<file path="config.mk">
export PLATFORM = sky130hd
export DESIGN_NAME = mem_traffic_gen
export DESIGN_NICKNAME = d
export VERILOG_FILES = /design/src/rtl/tg_pkg.sv /design/src/rtl/tg_phase_ctrl.sv /design/src/rtl/tg_addr_gen.sv /design/src/rtl/mem_traffic_gen.sv
export SDC_FILE = /design/constraint.sdc
export NUM_CORES = 1
export LEC_CHECK = 0
export BUFFER_PORTS_ARGS = -buffer_cell sky130_fd_sc_hd__buf_2
export CAP_MARGIN = 20
export CORE_AREA = 2 2 214 216
export CTS_BUF_LIST = sky130_fd_sc_hd__clkbuf_16
export DETAILED_ROUTE_END_ITERATION = 8
export DIE_AREA = 0 0 216 218
export PLACE_DENSITY_LB_ADDON = 0.2
export SLEW_MARGIN = 30
export SYNTH_ARGS = -nofsm -noshare
export SYNTH_HDL_FRONTEND = slang
export SYNTH_SLANG_ARGS = --single-unit
</file>
<file path="constraint.sdc">
create_clock -name clk -period 14.8 [get_ports clk]
set_input_delay 0.74 -clock clk [delete_from_list [all_inputs] [get_ports clk]]
set_output_delay 0.74 -clock clk [all_outputs]
set_load 0.02 [all_outputs]
</file>
<file path="src/rtl/tg_pkg.sv">
// Package: shared phase type and operation codes for the command generator.
// Assumes: the consumer decodes opcode 3'b000 as write and 3'b001 as read.
package tg_pkg;
    typedef enum logic [1:0] {
        PH_SETUP = 2'd0,
        PH_WRITE = 2'd1,
        PH_QUIET = 2'd2,
        PH_READ  = 2'd3
    } phase_t;

    localparam logic [2:0] OP_WRITE = 3'b000;
    localparam logic [2:0] OP_READ  = 3'b001;

    // Successor of each phase in the fixed loop.
    function automatic phase_t next_phase(input phase_t p);
        case (p)
            PH_SETUP: return PH_WRITE;
            PH_WRITE: return PH_QUIET;
            PH_QUIET: return PH_READ;
            default:  return PH_SETUP;
        endcase
    endfunction
endpackage

</file>
<file path="src/rtl/tg_phase_ctrl.sv">
// Module: phase sequencer. It holds the current phase and the access count
// within that phase, and moves on only in advancing cycles.
// Assumes: N >= 1; the setup phase lasts one advancing cycle.
module tg_phase_ctrl
    import tg_pkg::*;
#(
    parameter int N     = 25,
    parameter int CNT_W = $clog2(N + 1)
) (
    input  logic             clk,
    input  logic             rst_n,
    input  logic             go,
    output phase_t           phase_o,
    output logic [CNT_W-1:0] cnt_o,
    output logic             last_o
);
    localparam logic [CNT_W-1:0] CNT_LAST = CNT_W'(N - 1);

    phase_t           phase_q;
    logic [CNT_W-1:0] cnt_q;

    // Final step of the current phase.
    always_comb last_o = (phase_q == PH_SETUP) || (cnt_q == CNT_LAST);

    // Advance the count, or step to the next phase at its end.
    always_ff @(posedge clk) begin
        if (!rst_n) begin
            phase_q <= PH_SETUP;
            cnt_q   <= '0;
        end else if (go) begin
            if (last_o) begin
                phase_q <= next_phase(phase_q);
                cnt_q   <= '0;
            end else begin
                cnt_q <= cnt_q + 1'b1;
            end
        end
    end

    assign phase_o = phase_q;
    assign cnt_o   = cnt_q;

    assert_hold_when_stalled_R6: assert property (@(posedge clk) disable iff (!rst_n)
        !go |=> ($stable(phase_q) && $stable(cnt_q)));

    assert_phase_order_R2: assert property (@(posedge clk) disable iff (!rst_n)
        (phase_q != $past(phase_q)) |-> (phase_q == next_phase($past(phase_q))));

    assert_count_bound_R2: assert property (@(posedge clk) disable iff (!rst_n)
        cnt_q <= CNT_LAST);
endmodule

</file>
<file path="src/rtl/tg_addr_gen.sv">
// Module: address offset tracker. It steps by one burst (8 addresses) per
// issued access and clears at every phase end.
// Assumes: an access is never issued on a setup or quiet step.
module tg_addr_gen #(
    parameter int                ADDR_W    = 27,
    parameter int                N         = 25,
    parameter logic [ADDR_W-1:0] BASE_ADDR = '0
) (
    input  logic              clk,
    input  logic              rst_n,
    input  logic              go,
    input  logic              last,
    input  logic              access,
    output logic [ADDR_W-1:0] addr_o
);
    localparam logic [ADDR_W-1:0] STEP    = ADDR_W'(8);
    localparam logic [ADDR_W-1:0] MAX_OFF = ADDR_W'(8 * (N - 1));

    logic [ADDR_W-1:0] off_q;

    // Offset from the base: cleared at phase end, bumped per access.
    always_ff @(posedge clk) begin
        if (!rst_n)
            off_q <= '0;
        else if (go && last)
            off_q <= '0;
        else if (access)
            off_q <= off_q + STEP;
    end

    assign addr_o = BASE_ADDR + off_q;

    assert_offset_window_R3: assert property (@(posedge clk) disable iff (!rst_n)
        off_q <= MAX_OFF);
endmodule

</file>
<file path="src/rtl/mem_traffic_gen.sv">
// Module: looping memory command generator (top). It packs write and read
// commands into {data, address, opcode} and strobes them into a queue.
// Assumes: DATA_W is a multiple of 32; the queue accepts on any strobe
// raised while its full flag is low.
module mem_traffic_gen
    import tg_pkg::*;
#(
    parameter int                ACCESS_CNT = 25,
    parameter int                DATA_W     = 512,
    parameter int                ADDR_W     = 27,
    parameter logic [ADDR_W-1:0] BASE_ADDR  = '0,
    parameter logic [31:0]       PAT_WORD   = 32'h5A5A_0F0F,
    localparam int               WORD_W     = DATA_W + ADDR_W + 3
) (
    input  logic              clk,
    input  logic              rst_n,
    input  logic              enable,
    input  logic              fifo_full,
    output logic              fifo_wr_en,
    output logic [WORD_W-1:0] fifo_din
);
    localparam int                REP     = DATA_W / 32;
    localparam int                CNT_W   = $clog2(ACCESS_CNT + 1);
    localparam logic [ADDR_W-1:0] TOP_ADR = BASE_ADDR + ADDR_W'(8 * (ACCESS_CNT - 1));

    phase_t            phase;
    logic [CNT_W-1:0]  cnt;
    logic              last;
    logic              go;
    logic [ADDR_W-1:0] addr;
    logic [DATA_W-1:0] data;
    logic [2:0]        opcode;

    // Advancing cycle: running and the queue has room.
    always_comb go = enable && !fifo_full;

    tg_phase_ctrl #(.N(ACCESS_CNT), .CNT_W(CNT_W)) u_phase (
        .clk    (clk),
        .rst_n  (rst_n),
        .go     (go),
        .phase_o(phase),
        .cnt_o  (cnt),
        .last_o (last)
    );

    tg_addr_gen #(.ADDR_W(ADDR_W), .N(ACCESS_CNT), .BASE_ADDR(BASE_ADDR)) u_addr (
        .clk   (clk),
        .rst_n (rst_n),
        .go    (go),
        .last  (last),
        .access(fifo_wr_en),
        .addr_o(addr)
    );

    // Strobe only on advancing steps of an access phase.
    always_comb fifo_wr_en = go && ((phase == PH_WRITE) || (phase == PH_READ));

    // Payload and code depend on the phase; reads carry no data.
    always_comb begin
        if (phase == PH_READ) begin
            data   = '0;
            opcode = OP_READ;
        end else begin
            data   = {REP{PAT_WORD}};
            opcode = OP_WRITE;
        end
    end

    assign fifo_din = {data, addr, opcode};

    assert_no_strobe_when_blocked_R7: assert property (@(posedge clk) disable iff (!rst_n)
        fifo_wr_en |-> (enable && !fifo_full));

    assert_addr_in_region_R4: assert property (@(posedge clk) disable iff (!rst_n)
        fifo_wr_en |-> ((fifo_din[ADDR_W+2:3] >= BASE_ADDR) && (fifo_din[ADDR_W+2:3] <= TOP_ADR)));

    assert_no_strobe_in_quiet_R5: assert property (@(posedge clk) disable iff (!rst_n)
        (phase == PH_QUIET) |-> !fifo_wr_en);

    assert_valid_opcode_R8: assert property (@(posedge clk) disable iff (!rst_n)
        fifo_wr_en |-> (fifo_din[2:1] == 2'b00));
endmodule

</file>
# Yosys cells after proc, flatten, opt, wreduce, memory -nomap -nowiden
# Index checks and enable logic that the tools add are counted.
[word_totals]
ff_bits = 34
[op_classes]
addsub = 2
eq_ne = 4
reduce_logical = 9
mux = 4
bitwise = 1
[op_table]
columns = ["operator", "count"]
rows = [
  ["$mux 511", 1],
  ["$add 27x4->27 const B", 1],
  ["$pmux 2 s3", 1],
  ["$add 5x1->5 const B", 1],
  ["$eq 5x5->1 const B", 1],
  ["$mux 5", 1],
  ["$eq 2x2->1 const B", 2],
  ["$logic_and 1x1->1", 3],
  ["$eq 2x1->1 const B", 1],
  ["$logic_not 2->1", 1],
  ["$logic_or 1x1->1", 2],
  ["$reduce_and 2->1", 1],
  ["$reduce_or 2->1", 1],
  ["$logic_not 1->1", 1],
  ["$mux 1", 1],
  ["$not 1->1", 1],
]

# Depth between registers and ports, before layout
[logic_depth]
ltp_word = 4
depth_mapped = 7

# By module
# From an unflattened synthesis, not the netlist that was laid out.
[unflattened]
cells_unflattened = 699
hier_area_um2 = 5452.7
[by_module_without_submodules]
columns = ["module", "area_per_inst_um2", "cells_each", "seq_area_each_um2", "instances"]
rows = [
  ["mem_traffic_gen", 3880.0, 518, 0.0, 1],
  ["tg_addr_gen", 1129.8, 131, 480.5, 1],
  ["tg_phase_ctrl", 442.9, 50, 140.1, 1],
]

# Least setup slack after synthesis
# OpenSTA, ideal clock, no wires.
[synth_path]
path_kind = "register to output"
startpoint = "register u_phase.phase_q[0] (netlist: u_phase.phase_o[0])"
endpoint = "output fifo_din[102]"
stages_incl_launch_ff = 4
t_arrival_ns = 4.967
path_buffers = 1
required_time_ns = 14.060
setup_slack_ns = 9.093
cell_sequence = "dfxtp_1 -> ha_1 -> inv_1 -> buf_4"
[synth_via]
elab_chain_len = 2
[synth_rtl]
columns = ["element", "line_no", "source"]
rows = [
  ["from (decl)", "tg_phase_ctrl.sv:19", "phase_t phase_q;"],
  ["from (signal assigned)", "tg_phase_ctrl.sv:32", "phase_q <= next_phase(phase_q);"],
  ["$eq 2x2->1", "mem_traffic_gen.sv:60", "if (phase == PH_READ) begin"],
  ["$mux 511", "mem_traffic_gen.sv:60", ""],
  ["to (decl)", "mem_traffic_gen.sv:20", "output logic [WORD_W-1:0] fifo_din"],
]
# Every way passes these cells.

# Worst setup path after layout
[layout_path]
startpoint = "register u_phase.phase_q[0] (netlist: u_phase.phase_o[0])"
endpoint = "output fifo_din[70]"
# The elaborated chain is that of the path after synthesis.

==> run metrics <==
status=completed; CP max FO=117; row count=78; initial antenna violation count=0; first-pass GRT wire length=11900 um; power density cells=57.9 nW/um^2; PortBufs=285; Synth area leaders=buf_4 (71%), dfxtp_1 (11%), ha_1 (1.6%), a21oi_1 (1.5%), o31ai_1 (1.4%); Final Max Tran Viols=0; Worst Hold Endpoint=u_addr.off_q[26]; fin util=0.109; Synth top area share=0.713; dominant synthesized flop cell=dfxtp_1; worst hold slack=494 ps; Period minus WS final=2930 ps; Mapped Area=5440 um^2; reg-to-reg endpoint=u_addr.off_q[19]; Initial Util=0.121; CTS buffer count=5; Reg2Reg Depth=5; # Max-Cap Violations=0; DR vias/cell=2.35; die area=47100 um^2; RePlAce Congestion=0.653; clk sinks=31; Setup CP Type=flop to primary output; setup TNS=0 ps; CTS Hold Bufs=0; Hold Crit Start=u_addr.off_q[26]; core area=44900 um^2; GRT Total Usage=0.0318; layout cell share with drive strength beyond 1=0.413; Synth area leader=buf_4; DRT Pass-1 Iters=4; Synthesis Warnings=0; Post-synth EDFFs=0; Max Fclk=342 MHz; Iter 0 DRT Violations=44; Layout area overhead=-10.1%; Synth Instances=698; RSZ-0062 raised after global routing=no; CP endpoint kind=primary output; Worst Tran Pin Value=648 ps; total gr overflow=0; final worst path period share=0.198; pin count of the biggest net entering global routing=201; Die Span X=216 um; Tightest Hold Check Type=flop to flop; Wirelength per Cell=7.32 um; Ant. Diodes=0; Async SR Flop Fraction=0; I/O pins=547; Unique masters post-synth=35; CP arrival=2190 ps; slew margin rel.=0.567; Setup-failing EPs final=0; Clock Latency Late Sink=280 ps; Die Span Y=218 um; CTS max path bufs=2; final WL=9720 um; fillcell total=5246; post-CTS sizing=0; startpoint types=flop; CTS tree=built; vias in the first global route=1892; Layout Nets=739; Final ANT Viol Nets=0; P_leak=2.17 nW; CTS clk-pin slew, worst paths=50 ps; detailed-route via count=3127; sequential-to-total area share from yosys stat=0.114; DRC viols=0; WP data required=14060 ps; skew final=4.77 ps; maximum VDD drop=0.0362 mV; # H-tree levels=2; flop2flop setup slack=12620 ps; syn avg cell area=7.79 um^2; Final Hold Fails=0; Final Power=0.000283 W; post-CTS setup buffer count=0; hold path depth=2; post-DP HPWL=7900 um; Seq cells post-synth=31; r2r startpoint=u_phase.phase_o[1]; CTS root buffer=clkbuf_16
-- worst max-delay path, stage by stage (launching register included) --
cell and delay [ps]:
dfxtp_1 330, ha_1 290, inv_6 280, buf_6 390, buf_16 310, buf_2 230
-- state kept, by name (all words and copies together) (netlist names) --
name	flops
u_addr.off_q	24
u_phase.phase_o	2
u_phase.cnt_o	5
-- metrics by stage --
stage / cell area [um^2] / setup WS, ps / cells
after floorplan: 6410 / 9090 / 958
after global placement: 4690 / 11700 / 1320
after detailed placement: 4690 / 11960 / 1320
after CTS: 4860 / 11660 / 1328
after global routing: 4890 / 11610 / 1329
final: 4890 / 11870 / 1329
-- routing by layer --
metal,track usage,up-vias,routed length (um)
li1,-,1507,-
met5,0,-,0
met2,0.0527,245,4760
met1,0.0367,1370,3390
met4,0.00548,0,26
met3,0.0169,5,1540
-- cell families (layout without fill, tap and decap cells) --
family | count (synthesis) | in the layout | share of synthesized area
other | 1 | 261 | 0.000690
and+or+nand+nor | 78 | 78 | 0.0817
AOI/OAI and AO/OA | 33 | 33 | 0.0373
muxes | 2 | 2 | 0.00368
adders and majority gates | 7 | 7 | 0.0161
DFF | 31 | 31 | 0.114
buffers and inverters | 534 | 305 | 0.727
xor gates and xnor gates | 12 | 12 | 0.0193
-- how the worst max path moves through the flow --
stage	startpoint	end	slack, ps
after floorplan	u_phase.phase_o[0]	fifo_din[102]	9090
after global placement	u_phase.phase_o[0]	fifo_din[231]	11700
after detailed placement	u_phase.phase_o[0]	fifo_din[95]	11960
after CTS	u_phase.phase_o[0]	fifo_din[513]	11660
after global routing	u_phase.phase_o[0]	fifo_din[529]	11610
final	u_phase.phase_o[0]	fifo_din[70]	11870
-- synth_stat cells, types with 2 or more instances --
| cell type | instances |
|---|---|
| a21oi_1 | 16 |
| a31o_2 | 2 |
| and4_1 | 3 |
| buf_2 | 2 |
| buf_4 | 516 |
| clkbuf_1 | 6 |
| dfxtp_1 | 31 |
| ha_1 | 7 |
| inv_1 | 9 |
| mux2i_1 | 2 |
| nand2_1 | 11 |
| nand3_1 | 11 |
| nand4_1 | 9 |
| nor2_1 | 16 |
| nor2b_1 | 2 |
| nor4_1 | 4 |
| o21ai_0 | 3 |
| o31ai_1 | 10 |
| or3_1 | 3 |
| or4_1 | 10 |
| xnor2_1 | 7 |
| xor2_1 | 5 |
-- power by group --
group | internal [W] | switching [W] | total, W
sequential | 0.0000842 | 0.000000760 | 0.0000849
clock | 0.0000784 | 0.0000379 | 0.000116
combinational | 0.00000650 | 0.0000750 | 0.0000815
-- cell usage in the layout (no fill, tap or decap), types with 2 or more instances in the layout --
| cell | n |
|---|---|
| buf_2 | 285 |
| ha_1 | 7 |
| conb_1 | 261 |
| o31ai_1 | 10 |
| mux2i_1 | 2 |
| or3_1 | 3 |
| xor2_1 | 5 |
| a21oi_1 | 16 |
| nor2b_1 | 2 |
| xnor2_1 | 7 |
| inv_1 | 8 |
| nor4_1 | 4 |
| nand3_1 | 11 |
| o21ai_0 | 3 |
| dfxtp_1 | 31 |
| and4_1 | 3 |
| clkbuf_16 | 5 |
| nand4_1 | 9 |
| nand2_1 | 11 |
| a31o_2 | 2 |
| nor2_1 | 16 |
| or4_1 | 10 |
-- final cells by class --
class	count	area, um^2	area share
Multi-Input combinational cell	393	1840	0.376
Timing Repair Buffer	288	1470	0.301
Tap cell	600	751	0.154
Clock buffer	5	125	0.0256
Sequential cell	31	621	0.127
Clock inverter	3	38.8	0.00794
Inverter	9	38.8	0.00794
No activity file was read; power rests on OpenSTA's default activity.
